File: config.mk
export PLATFORM = sky130hd
export DESIGN_NAME = sdh_irq_status
export DESIGN_NICKNAME = d
export VERILOG_FILES = /design/src/rtl/sdh_irq_pkg.sv /design/src/rtl/sdh_fall_det.sv /design/src/rtl/sdh_w1c_flag.sv /design/src/rtl/sdh_irq_gate.sv /design/src/rtl/sdh_irq_status.sv
export SDC_FILE = /design/constraint.sdc
export NUM_CORES = 1
export LEC_CHECK = 0
export CAP_MARGIN = 10
export CELL_PAD_IN_SITES_DETAIL_PLACEMENT = 0
export CELL_PAD_IN_SITES_GLOBAL_PLACEMENT = 2
export CORE_AREA = 2 2 58 82
export DETAILED_ROUTE_END_ITERATION = 6
export DIE_AREA = 0 0 60 84
export DONT_BUFFER_PORTS = 1
export PLACE_DENSITY = 0.67
export SLEW_MARGIN = 5
export SYNTH_ARGS = -nofsm -noshare
export SYNTH_HDL_FRONTEND = slang
export SYNTH_HIERARCHICAL = 1
export SYNTH_SLANG_ARGS = --single-unit
File: constraint.sdc
create_clock -name clk -period 1.3 [get_ports clk]
set_input_delay 0.065 -clock clk [delete_from_list [all_inputs] [get_ports clk]]
set_output_delay 0.065 -clock clk [all_outputs]
set_load 0.02 [all_outputs]
File: src/rtl/sdh_irq_pkg.sv
package sdh_irq_pkg;
   localparam int unsigned BIT_DONE = 1;
   localparam int unsigned BIT_GAP  = 2;
   localparam int unsigned BIT_DMA  = 3;
   localparam int unsigned BIT_WBUF = 4;
   localparam int unsigned MIN_NSTAT = 5;

   function automatic bit is_used(input int unsigned idx);
      return (idx == BIT_DONE) || (idx == BIT_GAP) ||
             (idx == BIT_DMA) || (idx == BIT_WBUF);
   endfunction
endpackage

File: src/rtl/sdh_fall_det.sv
module sdh_fall_det #(
   parameter int unsigned W = 3
) (
   input  logic         clk,
   input  logic         rst_n,
   input  logic [W-1:0] lvl,
   output logic [W-1:0] fall
);
   logic [W-1:0] lvl_q;

   // Previous levels reset to 0 so reset release cannot look like a drop
   always_ff @(posedge clk or negedge rst_n) begin
      if (!rst_n) lvl_q <= '0;
      else        lvl_q <= lvl;
   end

   assign fall = lvl_q & ~lvl;

   AST_NO_FALL_AFTER_LOW: assert property (@(posedge clk) disable iff (!rst_n)
      (lvl == '0) |=> (fall == '0));
endmodule

File: src/rtl/sdh_w1c_flag.sv
module sdh_w1c_flag (
   input  logic clk,
   input  logic rst_n,
   input  logic set_ev,
   input  logic set_en,
   input  logic clr,
   output logic q
);
   always_ff @(posedge clk or negedge rst_n) begin
      if (!rst_n)               q <= 1'b0;
      else if (set_ev && set_en) q <= 1'b1;   // set beats clear
      else if (clr)             q <= 1'b0;
   end

   AST_SET_NEEDS_EN: assert property (@(posedge clk) disable iff (!rst_n)
      (!set_en && !q) |=> !q);
   AST_CLEAR_WORKS: assert property (@(posedge clk) disable iff (!rst_n)
      (clr && !(set_ev && set_en)) |=> !q);
   AST_SET_WINS: assert property (@(posedge clk) disable iff (!rst_n)
      (set_ev && set_en) |=> q);
   AST_HOLD: assert property (@(posedge clk) disable iff (!rst_n)
      (q && !clr) |=> q);
endmodule

File: src/rtl/sdh_irq_gate.sv
module sdh_irq_gate #(
   parameter int unsigned NSTAT   = 16,
   parameter bit          IRQ_REG = 1'b1
) (
   input  logic             clk,
   input  logic             rst_n,
   input  logic [NSTAT-1:0] stat,
   input  logic [NSTAT-1:0] sig_en,
   output logic             irq
);
   logic hit;
   assign hit = |(stat & sig_en);

   if (IRQ_REG) begin : g_reg
      logic irq_q;
      always_ff @(posedge clk or negedge rst_n) begin
         if (!rst_n) irq_q <= 1'b0;
         else        irq_q <= hit;
      end
      assign irq = irq_q;

      AST_IRQ_NEEDS_SIGEN: assert property (@(posedge clk) disable iff (!rst_n)
         ((stat & sig_en) == '0) |=> !irq);
      AST_IRQ_FOLLOWS: assert property (@(posedge clk) disable iff (!rst_n)
         ((stat & sig_en) != '0) |=> irq);
   end else begin : g_comb
      assign irq = hit;
   end
endmodule

File: src/rtl/sdh_irq_status.sv
module sdh_irq_status
   import sdh_irq_pkg::*;
#(
   parameter int unsigned ADDR_W    = 8,
   parameter int unsigned NSTAT     = 16,
   parameter logic [ADDR_W-1:0] STAT_ADDR = 8'h30,
   parameter bit          IRQ_REG   = 1'b1
) (
   input  logic              clk,
   input  logic              rst_n,
   input  logic              wr_en,
   input  logic [ADDR_W-1:0] wr_addr,
   input  logic [NSTAT-1:0]  wr_data,
   input  logic [NSTAT-1:0]  stat_en,
   input  logic [NSTAT-1:0]  sig_en,
   input  logic              stop_gap_req,
   input  logic              dir_read,
   input  logic              dat_active,
   input  logic              wr_active,
   input  logic              rd_active,
   input  logic              wbuf_rdy,
   input  logic              dma_evt,
   output logic [NSTAT-1:0]  status,
   output logic              irq
);
   localparam int unsigned NLVL = 3;
   localparam int unsigned L_DAT = 0;
   localparam int unsigned L_WR  = 1;
   localparam int unsigned L_RD  = 2;

   if (NSTAT < MIN_NSTAT) begin : g_bad_width
      $error("sdh_irq_status: NSTAT too small for the flag positions");
   end
   if (ADDR_W < 1) begin : g_bad_addr
      $error("sdh_irq_status: ADDR_W must be at least 1");
   end

   logic [NLVL-1:0]  lvl, fall;
   logic [NSTAT-1:0] ev_vec, clr_vec;
   logic             gap_ev, done_ev;

   assign lvl[L_DAT] = dat_active;
   assign lvl[L_WR]  = wr_active;
   assign lvl[L_RD]  = rd_active;

   sdh_fall_det #(.W(NLVL)) u_fall (
      .clk(clk), .rst_n(rst_n), .lvl(lvl), .fall(fall)
   );

   assign gap_ev  = stop_gap_req &
                    (dir_read ? fall[L_DAT] : fall[L_WR]);
   assign done_ev = dir_read ? fall[L_RD] : fall[L_WR];

   always_comb begin
      ev_vec           = '0;
      ev_vec[BIT_DONE] = done_ev;
      ev_vec[BIT_GAP]  = gap_ev;
      ev_vec[BIT_DMA]  = dma_evt;
      ev_vec[BIT_WBUF] = wbuf_rdy;
   end

   assign clr_vec = (wr_en && (wr_addr == STAT_ADDR)) ? wr_data : '0;

   for (genvar i = 0; i < NSTAT; i++) begin : g_flag
      localparam bit USED = is_used(i);
      sdh_w1c_flag u_flag (
         .clk   (clk),
         .rst_n (rst_n),
         .set_ev(USED ? ev_vec[i] : 1'b0),
         .set_en(stat_en[i]),
         .clr   (clr_vec[i]),
         .q     (status[i])
      );
   end

   sdh_irq_gate #(.NSTAT(NSTAT), .IRQ_REG(IRQ_REG)) u_gate (
      .clk(clk), .rst_n(rst_n), .stat(status), .sig_en(sig_en), .irq(irq)
   );

   AST_GAP_NEEDS_REQ: assert property (@(posedge clk) disable iff (!rst_n)
      (!stop_gap_req && !status[BIT_GAP]) |=> !status[BIT_GAP]);
   AST_DMA_ONLY_PULSE: assert property (@(posedge clk) disable iff (!rst_n)
      (!dma_evt && !status[BIT_DMA]) |=> !status[BIT_DMA]);
   AST_BIT0_ZERO: assert property (@(posedge clk) disable iff (!rst_n)
      !status[0]);
endmodule

==> impl_metrics.yaml <==
synthesis:
  netlist_instances: 129
  syn_avg_cell_area_sq_um: 9.71
  async_flop_share_pct: 100
  synth_area_sq_mm: 0.00125
  synthTopCellsByArea: "dfrtp_1 (40%), o21ai_2 (11%), nand2_1 (10%), nor4_2 (9.0%), a221oi_2 (4.8%)"
  ys_warn_count: 6
  synth_top_cell_by_area: "dfrtp_1"
  yosys-top-cells-count: "nand2_1 (35), dfrtp_1 (20), inv_1 (16), o21ai_2 (16), nor4_2 (9)"
  synth-edff-count: 0
  seq_area_frac_synth_pct: 40.0
  yosysUniqueCellTypes: 21
  ys_seq_elements: 20
  synth_top_area_share_pct: 40.0
  yosysMostFrequentCell: "nand2_1"
  ys.flop_type: "dfrtp_1"
clock_network:
  cts.sinks: 20
  clock_latency_ns: 0.25
  cts_made_buffers: 3
  htreeDepth: 1
  cts-hold-fix-buffers: 18
  clkSlewWorstSetupHoldPaths_ns: 0.07
  cts_tree: "done"
  clockBufferDepth: 2
  ctsResizeCount: 0
  root_buffer: "clkbuf_8"
  cts_setup_buffers: 0
timing:
  fmax_mhz: 883
  timing.slew.headroom_pct: 36.0
  fin_skew_ns: 0.00190
  finalWorstSetupSlack_ns: 0.168
  tightest_slew_ns: 0.957
  min_period_over_period_pct: 87.1
  slew_violations: 0
  setup_viol: 0
  rsz0062_at_grt: "false"
  min_period_ns: 1.13
  final.setup.tns_ns: 0
  report.final.hold_viol_count: 0
worst_setup_path:
  slowest_delay_ns: 0.56
  reg2reg_setup_slack_ns: 0.21
  start_kind: "primary input"
  slowest_stage: "dlygate4sd3_1"
  crit_family: "buffers and inverters"
  cp_max_fo: 1
  path_common_cell: "dlygate4sd3_1"
  crit_required_ns: 1.44
  path_buf_inv: 2
  cp_cell_sequence: "dlygate4sd3_1 > nand2_1 > dlygate4sd3_1 > o21ai_2"
  end_kind: "flop"
  cp.arrival_ns: 1.27
  crit_type: "primary input to flop"
power:
  leakagePower_uw: 0.000729
  p_per_area_mw_per_mm2: 722
  p_switching_uw: 291
  p_sw_share_pct: 23.9
  clockPowerShare_pct: 33.2
  vdd_drop_max_mv: 0.275
  seq_power_share_pct: 51.9
  combPwrFrac_pct: 14.9
  power.internal_uw: 928
die:
  fp.dieArea_sq_mm: 0.00504
  die_w_um: 60
  coreArea_sq_mm: 0.00439
  rows: 29
  pin_count: 83
  die_y_um: 84
  start_util_pct: 28.5
route:
  vias: 1027
  wl_per_cell_um: 13.7
  routed_wl_um: 3190
  drc: 0
  viasPerCell: 4.41
  dr.pass1.iters: 4
  drt_iter0_drc: 8
  ant_nets: 0
job:
  drv_cap: 0
run_status:
  status: "completed"
global_route:
  antenna_found_initial: 0
  grt_pass1_wl_um: 5060
  grtUsageTotal_pct: 13.5
  grt_max_degree: 21
  grt_pass1_vias: 1093
  overflow: 0
place:
  dp.cells: 212
  postPlaceCellArea_sq_mm: 0.00147
  post-place-ws_ns: 0.131
  numPortBuffers: 0
  hpwlAfterDp_um: 2650
  gp_congestion: 0.658
final_layout:
  stdcell_count: 233
  fin_util_pct: 38.4
  antenna_cells: 0
  num-fill-cells: 450
  syn2layout_area_growth_pct: 34.8
  fin_nets: 239
  finish.instance_area_sq_mm: 0.00169
  drive_above_1_share_pct: 31.6
hold_path:
  hold_path_class: "primary input to flop"
==> final cells by class <==
type	instances	area, sq um	area share, %
Multi-Input combinational cell	96	668	39.6
Sequential cell	20	500	29.7
Timing Repair Buffer	36	340	20.2
Tap cell	62	77.6	4.60
Inverter	16	60.1	3.56
Clock buffer	3	41.3	2.45
==> final timing paths <==
check                                          from                  end  cells after the start
worst max-delay path                     stat_en[3]   g_flag[3].u_flag/q                      4
worst min-delay path                     wr_addr[4]  g_flag[14].u_flag/q                      3
worst max register to register   g_flag[2].u_flag/q           u_gate/irq                      3
worst min register to register  g_flag[12].u_flag/q           u_gate/irq                      2
max in group asynchronous                     rst_n   g_flag[9].u_flag/q                      1
min in group asynchronous                     rst_n  g_flag[13].u_flag/q                      1
==> cell families (layout without fill, tap and decap cells) <==
kind of cell | after synthesis | count (layout) | share of synthesized area (%)
buf+inv | 24 | 55 | 9.99
compound gates | 25 | 25 | 19.4
other cells | 1 | 12 | 0.299
simple gates | 59 | 59 | 30.4
flops | 20 | 20 | 40.0
==> sequential cells by signal, indices dropped and copies added (netlist names) <==
signal and flops:
g_flag.u_flag/q 16, u_fall/lvl_q 3, u_gate/irq 1
==> per-stage QoR <==
| stage | total power (uW) | hold slack, ns |
|---|---|---|
| 6_report | 1220 | 0.0277 |
| 5_1_grt | 1290 | 0.0294 |
| 4_1_cts | 1250 | 0.0240 |
| 3_5_place_dp | 769 | -0.230 |
| 3_3_place_gp | 767 | -0.230 |
| 2_1_floorplan | 757 | -0.231 |
==> worst register-to-register path, stage by stage, from the launching register on <==
cell	delay [ns]
dfrtp_1	0.39
a22o_1	0.24
a221oi_2	0.21
nand4_1	0.12
==> per-layer routing <==
layer  up-vias  global-route usage [%]  wire (um)
li1        513                       -          -
met1       464                    14.7       1200
met2        48                    23.5       1690
met3         2                    3.72        263
met4         0                    5.45         44
met5         -                       0          0
==> power by group through the flow <==
stage | registers, uW | logic (uW) | clock network, uW
after floorplan | 647 | 110 | 0
after global placement | 645 | 122 | 0
after detailed placement | 646 | 123 | 0
final | 633 | 182 | 404
after CTS | 633 | 183 | 431
after global routing | 634 | 200 | 459
==> cell usage in the layout (no fill, tap or decap), drive strengths merged <==
cell | netlist | final
nand2 | 35 | 35
or2 | 2 | 2
o21ai | 16 | 16
dlygate4sd3 | 0 | 18
buf | 7 | 18
clkbuf | 1 | 3
dfrtp | 20 | 20
nand4bb | 1 | 1
a21boi | 1 | 1
nor4 | 16 | 16
inv | 16 | 16
a221oi | 4 | 4
nand2b | 1 | 1
nor2b | 3 | 3
nand4 | 1 | 1
a22o | 4 | 4
conb | 1 | 12
(Power assumes the default switching activity.)
